File: src/rtl/conv_rd_pkg.sv
package conv_rd_pkg;
  localparam int unsigned RES_W = 16;

  typedef enum logic [2:0] {
    BUS_IDLE,
    BUS_ADDR,
    BUS_AACK,
    BUS_DATA,
    BUS_MACK,
    BUS_SKIP
  } bus_st_e;

  typedef enum logic [1:0] {
    SEQ_PWRUP,
    SEQ_CONV,
    SEQ_SLEEP
  } seq_st_e;
endpackage

File: src/rtl/i2c_deglitch.sv
module i2c_deglitch #(
  parameter int unsigned FILT_CYC = 13
) (
  input  logic clk_i,
  input  logic rst_ni,
  input  logic pin_i,
  output logic lvl_o,
  output logic rise_o,
  output logic fall_o
);
  localparam int unsigned CW = $clog2(FILT_CYC + 1);

  logic [1:0]    sync_q;
  logic          lvl_q, prev_q;
  logic [CW-1:0] cnt_q;

  always_ff @(posedge clk_i or negedge rst_ni) begin
    if (!rst_ni) begin
      sync_q <= 2'b11;
      lvl_q  <= 1'b1;
      prev_q <= 1'b1;
      cnt_q  <= '0;
    end else begin
      sync_q <= {sync_q[0], pin_i};
      prev_q <= lvl_q;
      if (sync_q[1] == lvl_q) begin
        cnt_q <= '0;
      end else if (cnt_q == CW'(FILT_CYC - 1)) begin
        lvl_q <= sync_q[1];
        cnt_q <= '0;
      end else begin
        cnt_q <= cnt_q + 1'b1;
      end
    end
  end

  assign lvl_o  = lvl_q;
  assign rise_o = lvl_q & ~prev_q;
  assign fall_o = ~lvl_q & prev_q;

  // filtered level only moves after the synchronized pin has disagreed with it
  assert_filter_R11: assert property (@(posedge clk_i) disable iff (!rst_ni)
    !$stable(lvl_q) |-> $past(sync_q[1] != lvl_q));
endmodule

File: src/rtl/conv_seq.sv
module conv_seq
  import conv_rd_pkg::*;
#(
  parameter int unsigned PWRUP_CYC = 125000,
  parameter int unsigned CONV_CYC  = 4150000
) (
  input  logic             clk_i,
  input  logic             rst_ni,
  input  logic             req_i,
  input  logic             done_i,
  input  logic [RES_W-1:0] result_i,
  output logic             start_o,
  output logic             busy_o,
  output logic             ready_o,
  output logic [RES_W-1:0] hold_o
);
  localparam int unsigned MAXC = (PWRUP_CYC > CONV_CYC) ? PWRUP_CYC : CONV_CYC;
  localparam int unsigned CW   = $clog2(MAXC + 1);

  seq_st_e          st_q;
  logic [CW-1:0]    cnt_q;
  logic             start_q;
  logic [RES_W-1:0] hold_q;

  always_ff @(posedge clk_i or negedge rst_ni) begin
    if (!rst_ni) begin
      st_q    <= SEQ_PWRUP;
      cnt_q   <= '0;
      start_q <= 1'b0;
      hold_q  <= '0;
    end else begin
      start_q <= 1'b0;
      unique case (st_q)
        SEQ_PWRUP: begin
          if (cnt_q == CW'(PWRUP_CYC - 1)) begin
            st_q    <= SEQ_CONV;
            start_q <= 1'b1;
            cnt_q   <= '0;
          end else begin
            cnt_q <= cnt_q + 1'b1;
          end
        end
        SEQ_CONV: begin
          if (done_i) hold_q <= result_i;
          if (cnt_q == CW'(CONV_CYC - 1)) begin
            st_q  <= SEQ_SLEEP;
            cnt_q <= '0;
          end else begin
            cnt_q <= cnt_q + 1'b1;
          end
        end
        SEQ_SLEEP: begin
          if (req_i) begin
            st_q    <= SEQ_CONV;
            start_q <= 1'b1;
            cnt_q   <= '0;
          end
        end
        default: st_q <= SEQ_PWRUP;
      endcase
    end
  end

  assign start_o = start_q;
  assign busy_o  = (st_q == SEQ_CONV);
  assign ready_o = (st_q == SEQ_SLEEP);
  assign hold_o  = hold_q;

  assert_start_pulse_R4: assert property (@(posedge clk_i) disable iff (!rst_ni)
    start_o |=> !start_o);
  assert_start_busy_R5: assert property (@(posedge clk_i) disable iff (!rst_ni)
    start_o |-> busy_o);
  assert_hold_stable_R5: assert property (@(posedge clk_i) disable iff (!rst_ni)
    !busy_o |=> $stable(hold_q));
  // the bus side only asks for a conversion while the converter sleeps
  assert_req_in_sleep_R7: assert property (@(posedge clk_i) disable iff (!rst_ni)
    req_i |-> ready_o);
endmodule

File: src/rtl/i2c_rd_engine.sv
module i2c_rd_engine
  import conv_rd_pkg::*;
#(
  parameter logic [6:0] SLAVE_ADDR = 7'b0010100
) (
  input  logic             clk_i,
  input  logic             rst_ni,
  input  logic             sda_lvl_i,
  input  logic             scl_rise_i,
  input  logic             scl_fall_i,
  input  logic             start_i,
  input  logic             stop_i,
  input  logic             ready_i,
  input  logic [RES_W-1:0] hold_i,
  output logic             sda_oe_o,
  output logic             conv_req_o
);
  bus_st_e    st_q;
  logic [3:0] cnt_q;
  logic [3:0] idx_q;
  logic [6:0] addr_q;
  logic       match_q, mack_q, armed_q, oe_q, req_q;
  logic [3:0] nidx;

  assign nidx = idx_q - 4'd1;

  always_ff @(posedge clk_i or negedge rst_ni) begin
    if (!rst_ni) begin
      st_q    <= BUS_IDLE;
      cnt_q   <= '0;
      idx_q   <= '0;
      addr_q  <= '0;
      match_q <= 1'b0;
      mack_q  <= 1'b0;
      armed_q <= 1'b0;
      oe_q    <= 1'b0;
      req_q   <= 1'b0;
    end else begin
      req_q <= 1'b0;
      if (start_i) begin
        st_q  <= BUS_ADDR;
        cnt_q <= '0;
        oe_q  <= 1'b0;
      end else if (stop_i) begin
        st_q <= BUS_IDLE;
        oe_q <= 1'b0;
        if (armed_q) begin
          req_q   <= 1'b1;
          armed_q <= 1'b0;
        end
      end else begin
        unique case (st_q)
          BUS_ADDR: begin
            if (scl_rise_i && cnt_q != 4'd8) begin
              addr_q <= {addr_q[5:0], sda_lvl_i};
              cnt_q  <= cnt_q + 4'd1;
              if (cnt_q == 4'd7)
                match_q <= (addr_q == SLAVE_ADDR) && sda_lvl_i && ready_i;
            end
            if (scl_fall_i && cnt_q == 4'd8) begin
              if (match_q) begin
                st_q    <= BUS_AACK;
                oe_q    <= 1'b1;
                armed_q <= 1'b1;
              end else begin
                st_q <= BUS_SKIP;
              end
            end
          end
          BUS_AACK: begin
            if (scl_fall_i) begin
              st_q  <= BUS_DATA;
              idx_q <= 4'd15;
              cnt_q <= '0;
              oe_q  <= ~hold_i[15];
            end
          end
          BUS_DATA: begin
            if (scl_fall_i) begin
              if (cnt_q == 4'd7) begin
                st_q <= BUS_MACK;
                oe_q <= 1'b0;
                if (idx_q == 4'd0) begin
                  req_q   <= 1'b1;
                  armed_q <= 1'b0;
                end
              end else begin
                idx_q <= nidx;
                cnt_q <= cnt_q + 4'd1;
                oe_q  <= ~hold_i[nidx];
              end
            end
          end
          BUS_MACK: begin
            if (scl_rise_i) mack_q <= ~sda_lvl_i;
            if (scl_fall_i) begin
              if (mack_q && idx_q != 4'd0) begin
                st_q  <= BUS_DATA;
                idx_q <= nidx;
                cnt_q <= '0;
                oe_q  <= ~hold_i[nidx];
              end else begin
                st_q <= BUS_SKIP;
              end
            end
          end
          default: ;
        endcase
      end
    end
  end

  assign sda_oe_o   = oe_q;
  assign conv_req_o = req_q;

  assert_ack_ready_R3: assert property (@(posedge clk_i) disable iff (!rst_ni)
    (st_q == BUS_AACK) |-> ready_i);
  assert_release_R12: assert property (@(posedge clk_i) disable iff (!rst_ni)
    sda_oe_o |-> (st_q == BUS_AACK || st_q == BUS_DATA));
  assert_oe_on_fall_R6: assert property (@(posedge clk_i) disable iff (!rst_ni)
    !$stable(oe_q) |-> $past(scl_fall_i || start_i || stop_i));
  assert_req_pulse_R7: assert property (@(posedge clk_i) disable iff (!rst_ni)
    conv_req_o |=> !conv_req_o);
endmodule

File: src/rtl/conv_rd_slave.sv
module conv_rd_slave
  import conv_rd_pkg::*;
#(
  parameter logic [6:0]  SLAVE_ADDR = 7'b0010100,
  parameter int unsigned FILT_CYC   = 13,
  parameter int unsigned PWRUP_CYC  = 125000,
  parameter int unsigned CONV_CYC   = 4150000
) (
  input  logic             clk_i,
  input  logic             rst_ni,
  input  logic             scl_i,
  input  logic             sda_i,
  output logic             sda_oe_o,
  input  logic [RES_W-1:0] result_i,
  input  logic             done_i,
  output logic             conv_start_o,
  output logic             busy_o
);
  logic scl_lvl, scl_rise, scl_fall;
  logic sda_lvl, sda_rise, sda_fall;
  logic start_p, stop_p, ready, req;
  logic [RES_W-1:0] hold;

  i2c_deglitch #(.FILT_CYC(FILT_CYC)) u_scl_flt (
    .clk_i, .rst_ni, .pin_i(scl_i),
    .lvl_o(scl_lvl), .rise_o(scl_rise), .fall_o(scl_fall)
  );

  i2c_deglitch #(.FILT_CYC(FILT_CYC)) u_sda_flt (
    .clk_i, .rst_ni, .pin_i(sda_i),
    .lvl_o(sda_lvl), .rise_o(sda_rise), .fall_o(sda_fall)
  );

  assign start_p = scl_lvl & sda_fall;
  assign stop_p  = scl_lvl & sda_rise;

  i2c_rd_engine #(.SLAVE_ADDR(SLAVE_ADDR)) u_engine (
    .clk_i, .rst_ni,
    .sda_lvl_i(sda_lvl), .scl_rise_i(scl_rise), .scl_fall_i(scl_fall),
    .start_i(start_p), .stop_i(stop_p),
    .ready_i(ready), .hold_i(hold),
    .sda_oe_o, .conv_req_o(req)
  );

  conv_seq #(.PWRUP_CYC(PWRUP_CYC), .CONV_CYC(CONV_CYC)) u_seq (
    .clk_i, .rst_ni, .req_i(req), .done_i, .result_i,
    .start_o(conv_start_o), .busy_o, .ready_o(ready), .hold_o(hold)
  );
endmodule

File: config.mk
export PLATFORM = sky130hd
export DESIGN_NAME = conv_rd_slave
export DESIGN_NICKNAME = d
export VERILOG_FILES = /design/src/rtl/conv_rd_pkg.sv /design/src/rtl/i2c_deglitch.sv /design/src/rtl/conv_seq.sv /design/src/rtl/i2c_rd_engine.sv /design/src/rtl/conv_rd_slave.sv
export SDC_FILE = /design/constraint.sdc
export NUM_CORES = 1
export LEC_CHECK = 0
export ABC_AREA = 1
export BUFFER_PORTS_ARGS = -buffer_cell sky130_fd_sc_hd__buf_2
export CAP_MARGIN = 20
export CELL_PAD_IN_SITES_DETAIL_PLACEMENT = 1
export CELL_PAD_IN_SITES_GLOBAL_PLACEMENT = 1
export CORE_UTILIZATION = 51
export CTS_BUF_LIST = sky130_fd_sc_hd__clkbuf_2
export DETAILED_ROUTE_END_ITERATION = 6
export GPL_TIMING_DRIVEN = 0
export PLACE_DENSITY = 0.92
export SLEW_MARGIN = 20
export SYNTH_ARGS = -nofsm -noshare
export SYNTH_HDL_FRONTEND = slang
export SYNTH_SLANG_ARGS = --single-unit
File: constraint.sdc
create_clock -name clk_i -period 4 [get_ports clk_i]
set_clock_uncertainty 0.1 [all_clocks]
set_input_delay 0.4 -clock clk_i [delete_from_list [all_inputs] [get_ports clk_i]]
set_output_delay 0.4 -clock clk_i [all_outputs]
set_load 0.01 [all_outputs]
==> metrics.log, run 1 <==
[metrics] run status: completed
[metrics] area share of the largest cell type after synthesis: 0.397
[metrics] min Tclk post-route: approximately 2.2 ns
[metrics] setup repair after global routing missed its margin: false
[metrics] category of the most critical setup path: register to output port
[metrics] remaining global-route overflow: 0
[metrics] max-slew violations: 0
[metrics] Max rail drop VDD: 357 µV
[metrics] growth of design area from synthesis to finish: 12.9%
[metrics] clock buffer count from CTS: 9
[metrics] standard cell core area: ~0.0087 mm²
[metrics] Post CTS Setup Buffer Count: 0
[metrics] total global routing track utilization: 0.294
[metrics] worst path cell trace: inv_1 -> ha_1 -> buf_2
[metrics] clock tree from TritonCTS: yes
[metrics] H-Tree Level Count: 3
[metrics] row cnt: 34
[metrics] CP Data Required Time: ~3.5 ns
[metrics] post-CTS resize count: 0
[metrics] number of hold buffers added after cts: 18
[metrics] Total Die Area: approximately 0.009 mm²
[metrics] routed via count divided by cell count: approximately 5.4
[metrics] total count of hold-check failures in the final report: 0
[metrics] maximum number of pins on one net before global-route repair: 44
[metrics] leading area contributor after synthesis: sky130_fd_sc_hd__dfrtp_1
[metrics] die height: a little under 100 µm
[metrics] pwr/cell area: around 470 mW/mm²
[metrics] clock sink count: 80
[metrics] Critical Path Fanout Max: 5
[metrics] mean post-synth cell area: between 7 and 8 µm²
[metrics] number of cells produced by synthesis: just under 600
[metrics] Async S/R FF share, synth: 1.00
[metrics] max frequency: roughly 460 MHz
[metrics] Worst Hold Class: input pin to register
[metrics] io pins: 24
[metrics] final net count: 678
[metrics] Synth area leaders: sky130_fd_sc_hd__dfrtp_1 (40%), sky130_fd_sc_hd__nand2_1 (10%), sky130_fd_sc_hd__inv_1 (6.7%)
[metrics] library cells used by synthesis: 36
[metrics] netlist area before placement: between 0.004 and 0.005 mm²
[metrics] number of iterations in the first detailed-routing pass: 4
[metrics] clock-pin slew reported for the worst setup and hold paths after clock tree synthesis: 0.23 ns
[metrics] Worst EP arrival: 1.67 ns
[metrics] number of remaining DRC errors: 0
[metrics] antenna viol nets, final: 0
[metrics] routed via count: a little over 4000
[metrics] Critical Path Sink Type: output port
[metrics] width of the die: about 96 µm
[metrics] share of layout cells above drive strength 1: 0.151
[metrics] TNS Setup: 0 ns
[metrics] number of antenna violations at the first check in global routing: 0
[metrics] I/O Buffers: 23
[metrics] effective utilization at floorplan: 0.523
[metrics] number of buffers between clock root and the deepest sink: 2
[metrics] clock latency reported for the late side of the worst-skew pair: about 0.57 ns
[metrics] number of global-route vias before repair: about 4500
[metrics] sequential share of the synthesized area: 0.444
[metrics] max cap viols: 0
[metrics] final cycle utilization of the critical path: 0.542
[metrics] dpl hpwl: around 8800 µm
[metrics] Setup WS post-layout: 1.83 ns
[metrics] final RePlAce weighted congestion: between 0.9 and 1
[metrics] standard cell with the maximum stage delay on the critical path: sky130_fd_sc_hd__dfrtp_1
[metrics] primary flip-flop cell chosen by synthesis mapping: sky130_fd_sc_hd__dfrtp_1
[metrics] most frequently used cell type in the post-synthesis netlist: sky130_fd_sc_hd__nand2_1
[metrics] Setup-failing EPs final: 0
[metrics] static leakage: roughly 2.6 nW
[metrics] drt first-iter violations: 136
[metrics] Worst Setup Start Kind: register
[metrics] Setup Slack @ Placement: roughly 1.9 ns
[metrics] total routed wirelength: about 12000 µm
[metrics] synthesized flop and latch total: 80
[metrics] count of synthesis-stage warnings from yosys: 0
[metrics] Worst Tran Pin Value: 0.496 ns
[metrics] CTS root buffer: sky130_fd_sc_hd__clkbuf_2
[metrics] global-route wire length before repair: 20700 µm
[metrics] antenna diode instance count: 0
[metrics] post-synthesis net count: 625
[metrics] number of enable-type register cells in the synthesized netlist: 0
[metrics] Routed wire per std cell: approximately 16 µm
[metrics] biggest cell delay along the critical path: about 0.47 ns
[metrics] worst slew slack as a fraction of its limit: 0.669
[metrics] list of most frequent post-synthesis cells: sky130_fd_sc_hd__nand2_1 (123), sky130_fd_sc_hd__inv_1 (81), sky130_fd_sc_hd__nor2_1 (81), sky130_fd_sc_hd__dfrtp_1 (72), sky130_fd_sc_hd__nand3_1 (56)
[metrics] total chip power: 2.41 mW
cell usage in the layout (no fill, tap or decap), types with 2 or more instances in the layout:
master and n:
sky130_fd_sc_hd__dfrtp_1 72, sky130_fd_sc_hd__nand2_1 123, sky130_fd_sc_hd__dfstp_2 8, sky130_fd_sc_hd__buf_2 23, sky130_fd_sc_hd__nand3_2 6, sky130_fd_sc_hd__xnor2_1 6
sky130_fd_sc_hd__nor2_2 5, sky130_fd_sc_hd__ha_1 13, sky130_fd_sc_hd__nand3_1 56, sky130_fd_sc_hd__nand2_4 3, sky130_fd_sc_hd__nand2_2 6, sky130_fd_sc_hd__nand4_1 15
sky130_fd_sc_hd__o21ai_0 22, sky130_fd_sc_hd__nor2_4 5, sky130_fd_sc_hd__o21ai_1 18, sky130_fd_sc_hd__inv_1 81, sky130_fd_sc_hd__buf_6 2, sky130_fd_sc_hd__nand3b_1 2
sky130_fd_sc_hd__clkinv_1 2, sky130_fd_sc_hd__or2_2 3, sky130_fd_sc_hd__mux2_2 2, sky130_fd_sc_hd__clkbuf_2 10, sky130_fd_sc_hd__a21oi_1 22, sky130_fd_sc_hd__dlygate4sd3_1 18
sky130_fd_sc_hd__clkbuf_1 4, sky130_fd_sc_hd__nand3_4 2, sky130_fd_sc_hd__bufinv_16 2, sky130_fd_sc_hd__nor3_1 6, sky130_fd_sc_hd__xor2_1 4, sky130_fd_sc_hd__nor2_1 81
sky130_fd_sc_hd__inv_2 14
area by class of cell:
cell class                 instances  area [µm²]
timing repair buffer              42         318
tap                              108         135
fill                            1090        3560
multi-input combinational        409        2120
sequential                        80        2010
clock buffer                      10        50.0
buffer                             7        42.5
clock inverter                     6        81.3
inverter                          95         357
where the power goes:
group | switching (mW) | internal (mW)
registers | 0.0683 | 0.892
clock network | 0.306 | 0.207
logic | 0.617 | 0.317
total | 0.991 | 1.41
critical path, delay by kind of cell, from the launching register on:
kind | cells | cell delay, ns
adders and majority gates | 1 | 0.34
buffers and inverters | 2 | 0.29
DFF | 1 | 0.47
sequential cells by signal (all words and copies together), names as in the netlist, 2 cells and up:
signal            flops
u_scl_flt.cnt_q       4
u_seq.cnt_q          22
u_seq.hold_o         16
u_engine.cnt_q        4
u_engine.idx_q        4
u_engine.addr_q       7
u_sda_flt.sync_q      2
u_scl_flt.sync_q      2
u_engine.st_q         3
u_sda_flt.cnt_q       4
u_seq.st_q            2
cells by family (layout without fill, tap and decap cells):
kind of cell             after synthesis  count (layout)  synth area share
AO/OA/AOI/OAI                         67              67            0.0784
XOR/XNOR                              10              10            0.0193
adder cells (fa/ha/maj)               13              13            0.0359
buffers and inverters                102             160            0.0880
flip-flops                            80              80             0.444
multiplexers                           2               2           0.00497
AND/OR/NAND/NOR                      317             317             0.330
through the flow:
step / instances / hold slack (ns) / instance area, µm² / utilization
2_1_floorplan: 591 / 0.00441 / 4540 / -
3_3_place_gp: 722 / 0.252 / 4790 / 0.551
3_5_place_dp: 723 / 0.252 / 4810 / 0.554
4_1_cts: 757 / 0.00802 / 5120 / 0.590
5_1_grt: 757 / 0.00426 / 5120 / 0.590
6_report: 757 / 0.0159 / 5120 / 0.590
layer usage:
| metal | part of all wire | global-route usage | up-vias |
|---|---|---|---|
| met5 | 0 | 0 | - |
| met3 | 0.027 | 0.0379 | 29 |
| met4 | 0.025 | 0.126 | 0 |
| met2 | 0.52 | 0.533 | 103 |
| li1 | - | - | 1982 |
| met1 | 0.43 | 0.346 | 2008 |
path summary, 6_finish.rpt:
path / to / slack, ns / depth (start not counted) / from
worst max-delay path: busy_o / 1.83 / 3 / u_seq.st_q[1]
worst min-delay path: u_seq.hold_o[9] / 0.02 / 3 / result_i[9]
worst max register to register: u_seq.cnt_q[18] / 1.87 / 10 / u_seq.st_q[0]
worst min register to register: u_scl_flt.sync_q[1] / 0.27 / 0 / u_scl_flt.sync_q[0]
max in group asynchronous: u_sda_flt.sync_q[0] / 2.93 / 3 / rst_ni
min in group asynchronous: u_seq.cnt_q[15] / 0.18 / 2 / rst_ni
(Power assumes the default switching activity.)
==> inputs of run 2 (changes only) <==
--- a/config.mk
+++ b/config.mk
@@ -10,11 +10,11 @@
 export CAP_MARGIN = 20
 export CELL_PAD_IN_SITES_DETAIL_PLACEMENT = 1
 export CELL_PAD_IN_SITES_GLOBAL_PLACEMENT = 1
-export CORE_UTILIZATION = 51
+export CORE_UTILIZATION = 47
 export CTS_BUF_LIST = sky130_fd_sc_hd__clkbuf_2
 export DETAILED_ROUTE_END_ITERATION = 6
 export GPL_TIMING_DRIVEN = 0
-export PLACE_DENSITY = 0.92
+export PLACE_DENSITY = 0.86
 export SLEW_MARGIN = 20
 export SYNTH_ARGS = -nofsm -noshare
 export SYNTH_HDL_FRONTEND = slang
==> constraint.sdc (replaced) <==
create_clock -name clk_i -period 2.25 [get_ports clk_i]
set_clock_uncertainty 0.1 [all_clocks]
set_input_delay 0.225 -clock clk_i [delete_from_list [all_inputs] [get_ports clk_i]]
set_output_delay 0.225 -clock clk_i [all_outputs]
set_load 0.01 [all_outputs]
==> metrics.log, run 2 (synthesis gave the netlist of run 1 again) <==
[metrics] Max rail drop VDD: 554 µV (+55%)
[metrics] Setup WS post-layout: 0.150 ns (-1.68 ns)
[metrics] routed via count divided by cell count: 5.12 (-6.0%)
[metrics] global-route wire length before repair: 19500 µm (-5.7%)
[metrics] final net count: 680 (+0.29%)
[metrics] combined area of the multi-input logic cells: 0.00212 mm² (unchanged)
[metrics] met3 layer usage reported by global route: 0.0404 (+0.00248)
[metrics] cell count after placement: 744 (+2.9%)
[metrics] end of the worst register-to-register path: u_seq.hold_o[7]
[metrics] Critical Path Fanout Max: 5 (unchanged)
[metrics] R2R depth: 5 (-5)
[metrics] max frequency: ~480 MHz
[metrics] number of buffers between clock root and the deepest sink: 2 (unchanged)
[metrics] pwr/cell area: 779 mW/mm² (+66%)
[metrics] number of iterations in the first detailed-routing pass: 4 (unchanged)
[metrics] CP Data Required Time: 2.62 ns (-0.88 ns)
[metrics] Routed wire per std cell: 14.3 µm (-12%)
[metrics] Total Die Area: 0.0100 mm² (+8.3%)
[metrics] number of fill cells: 1192 (+9.4%)
[metrics] critical register-to-register path startpoint: u_seq.st_q[1]
[metrics] internal power component: 2.30 mW (+63%)
[metrics] clock buffer count from CTS: 9 (unchanged)
[metrics] worst setup path startpoint: u_seq.st_q[1]
[metrics] share of layout cells above drive strength 1: 0.154 (+0.00261)
[metrics] growth of design area from synthesis to finish: 13.1%
[metrics] area taken by flip-flops and latches: 0.00201 mm² (unchanged)
[metrics] busiest layer in global routing: met2
[metrics] drt first-iter violations: 116 (-15%)
[metrics] Worst Setup Start Kind: register
[metrics] I/O Buffers: 23 (unchanged)
[metrics] max-slew violations: 0 (unchanged)
[metrics] combinational group share of total power: 0.398 (+0.010)
[metrics] Setup-failing EPs final: 0 (unchanged)
[metrics] antenna diode instance count: 0 (unchanged)
[metrics] leading cell types in the layout, fill and taps excluded: sky130_fd_sc_hd__nand2_1 (123), sky130_fd_sc_hd__nor2_1 (81), sky130_fd_sc_hd__inv_1 (81)
[metrics] setup repair after global routing missed its margin: false
[metrics] effective utilization at floorplan: 0.489 (-0.0341)
[metrics] run status: completed
[metrics] row cnt: 35 (+2.9%)
[metrics] Reg power frac: 0.426 (+0.027)
[metrics] number of remaining DRC errors: 0 (unchanged)
[metrics] global-route track usage on met1: 0.315 (-0.0310)
[metrics] clock tree from TritonCTS: yes
[metrics] Setup Slack @ Placement: 0.160 ns (-1.71 ns)
[metrics] min Tclk post-route: 2.10 ns
[metrics] worst-case register-to-register setup slack: 0.15 ns (-1.72 ns)
[metrics] Worst Hold Class: input pin to asynchronous set/reset pin
[metrics] reported net switching power: 1.69 mW (+71%)
[metrics] number of flip-flops in the largest register: 22 (unchanged)
[metrics] width of the die: 100 µm (+4.1%)
[metrics] total global routing track utilization: 0.246 (-0.0471)
[metrics] CTS root buffer: sky130_fd_sc_hd__clkbuf_2
[metrics] Critical Path Sink Type: register
[metrics] worst slew slack as a fraction of its limit: 0.634 (-0.0356)
[metrics] Post CTS Setup Buffer Count: 0 (unchanged)
[metrics] category of the most critical setup path: register to register
[metrics] remaining global-route overflow: 0 (unchanged)
[metrics] commonest non-fill, non-tap cell in the layout: sky130_fd_sc_hd__nand2_1
[metrics] static leakage: 2.55 nW (-0.45%)
[metrics] final RePlAce weighted congestion: 0.928 (+2.0%)
[metrics] total count of hold-check failures in the final report: 0 (unchanged)
[metrics] Clock power frac: 0.177 (-0.036)
[metrics] clock-pin slew reported for the worst setup and hold paths after clock tree synthesis: 0.25 ns (+0.02 ns)
[metrics] switch share: 0.424 (+0.0116)
[metrics] clock sink count: 80 (unchanged)
[metrics] io pins: 24 (unchanged)
[metrics] final cycle utilization of the critical path: 0.933
[metrics] standard cell core area: 0.00928 mm² (+7.0%)
[metrics] max cap viols: 0 (unchanged)
[metrics] met2 layer usage reported by global route: 0.436 (-0.0974)
[metrics] total routed wirelength: 11100 µm (-9.1%)
[metrics] maximum number of pins on one net before global-route repair: 42 (-4.5%)
[metrics] TNS Setup: 0 ns (unchanged)
[metrics] die height: 100 µm (+4.1%)
[metrics] Worst EP arrival: 2.47 ns (+0.80 ns)
[metrics] Worst Tran Pin Value: 0.549 ns (+0.0533 ns)
[metrics] number of antenna violations at the first check in global routing: 0 (unchanged)
[metrics] clock latency reported for the late side of the worst-skew pair: 0.55 ns (-0.02 ns)
[metrics] dpl hpwl: 8220 µm (-6.5%)
[metrics] number of global-route vias before repair: 4074 (-8.7%)
[metrics] antenna viol nets, final: 0 (unchanged)
[metrics] number of standard cells in the layout, taps in and fillers out: 780 (+3.0%)
[metrics] register ranked first by flip-flop count: u_seq.cnt_q
[metrics] routed via count: 3991 (-3.2%)
[metrics] H-Tree Level Count: 3 (unchanged)
-- run 2: changes by cell type in the layout (fill, tap and decap cells not counted) --
cell / change
sky130_fd_sc_hd__clkbuf_1: -1
sky130_fd_sc_hd__clkbuf_2: +1
sky130_fd_sc_hd__clkinv_1: -1
sky130_fd_sc_hd__bufinv_16: -2
sky130_fd_sc_hd__clkinv_4: +2
sky130_fd_sc_hd__dlygate4sd3_1: +2
sky130_fd_sc_hd__clkinvlp_4: +2
sky130_fd_sc_hd__clkinv_2: -1
-- run 2: power groups by stage --
stage          Clock, mW  Sequential (mW)  Combinational (mW)
6_report           0.706             1.70                1.59
5_1_grt            0.783             1.72                1.84
4_1_cts            0.733             1.70                1.60
3_5_place_dp           0             1.73                1.57
3_3_place_gp           0             1.71                1.49
2_1_floorplan          0             1.70                1.19
-- run 2: how the worst max path moves through the flow --
stage	end	slack, ns
floorplan	u_seq.cnt_q[21]	0.52
global placement	u_seq.hold_o[15]	0.20
detailed placement	u_seq.hold_o[5]	0.16
CTS	u_seq.hold_o[15]	0.13
global route	u_seq.cnt_q[17]	0.02
finish	u_seq.hold_o[7]	0.15
-- run 2: area by class of cell --
| class | count | area share |
|---|---|---|
| tap | 129 | 0.0315 |
| clock buffer | 10 | 0.00975 |
| buffer | 7 | 0.00853 |
| sequential | 80 | 0.392 |
| inverter | 95 | 0.0695 |
| clock inverter | 6 | 0.00878 |
| multi-input combinational | 409 | 0.414 |
| timing repair buffer | 44 | 0.0658 |
-- run 2: timing repair --
action | 4_1_cts | 5_1_grt
resized for setup | 0 | 2
setup endpoints to repair | 0 | 7
hold buffers | 20 | 0
hold endpoints to repair | 97 | 0
-- run 2: stage by stage --
stage	hold slack (ns)	utilization	instance area (µm²)	total power, mW
after global placement	0.230	0.518	4810	3.20
final	0.0514	0.553	5130	4.00
after floorplan	-0.171	-	4540	2.90
after CTS	0.0450	0.553	5130	4.04
after global routing	0.0579	0.553	5130	4.34
after detailed placement	0.152	0.521	4830	3.29
-- run 2: worst max-delay path, cell delays in order (launching register included) --
cell                            delay [ns]
sky130_fd_sc_hd__dfrtp_1              0.46
sky130_fd_sc_hd__inv_1                0.10
sky130_fd_sc_hd__ha_1                 0.35
sky130_fd_sc_hd__nand2_1              0.17
sky130_fd_sc_hd__mux2_2               0.30
sky130_fd_sc_hd__dlygate4sd3_1        0.56
-- run 2: per-layer routing --
metal,wire [µm],up-vias
met5,0,-
met3,269,13
li1,-,1988
met2,5590,52
met4,129,0
met1,5150,1938
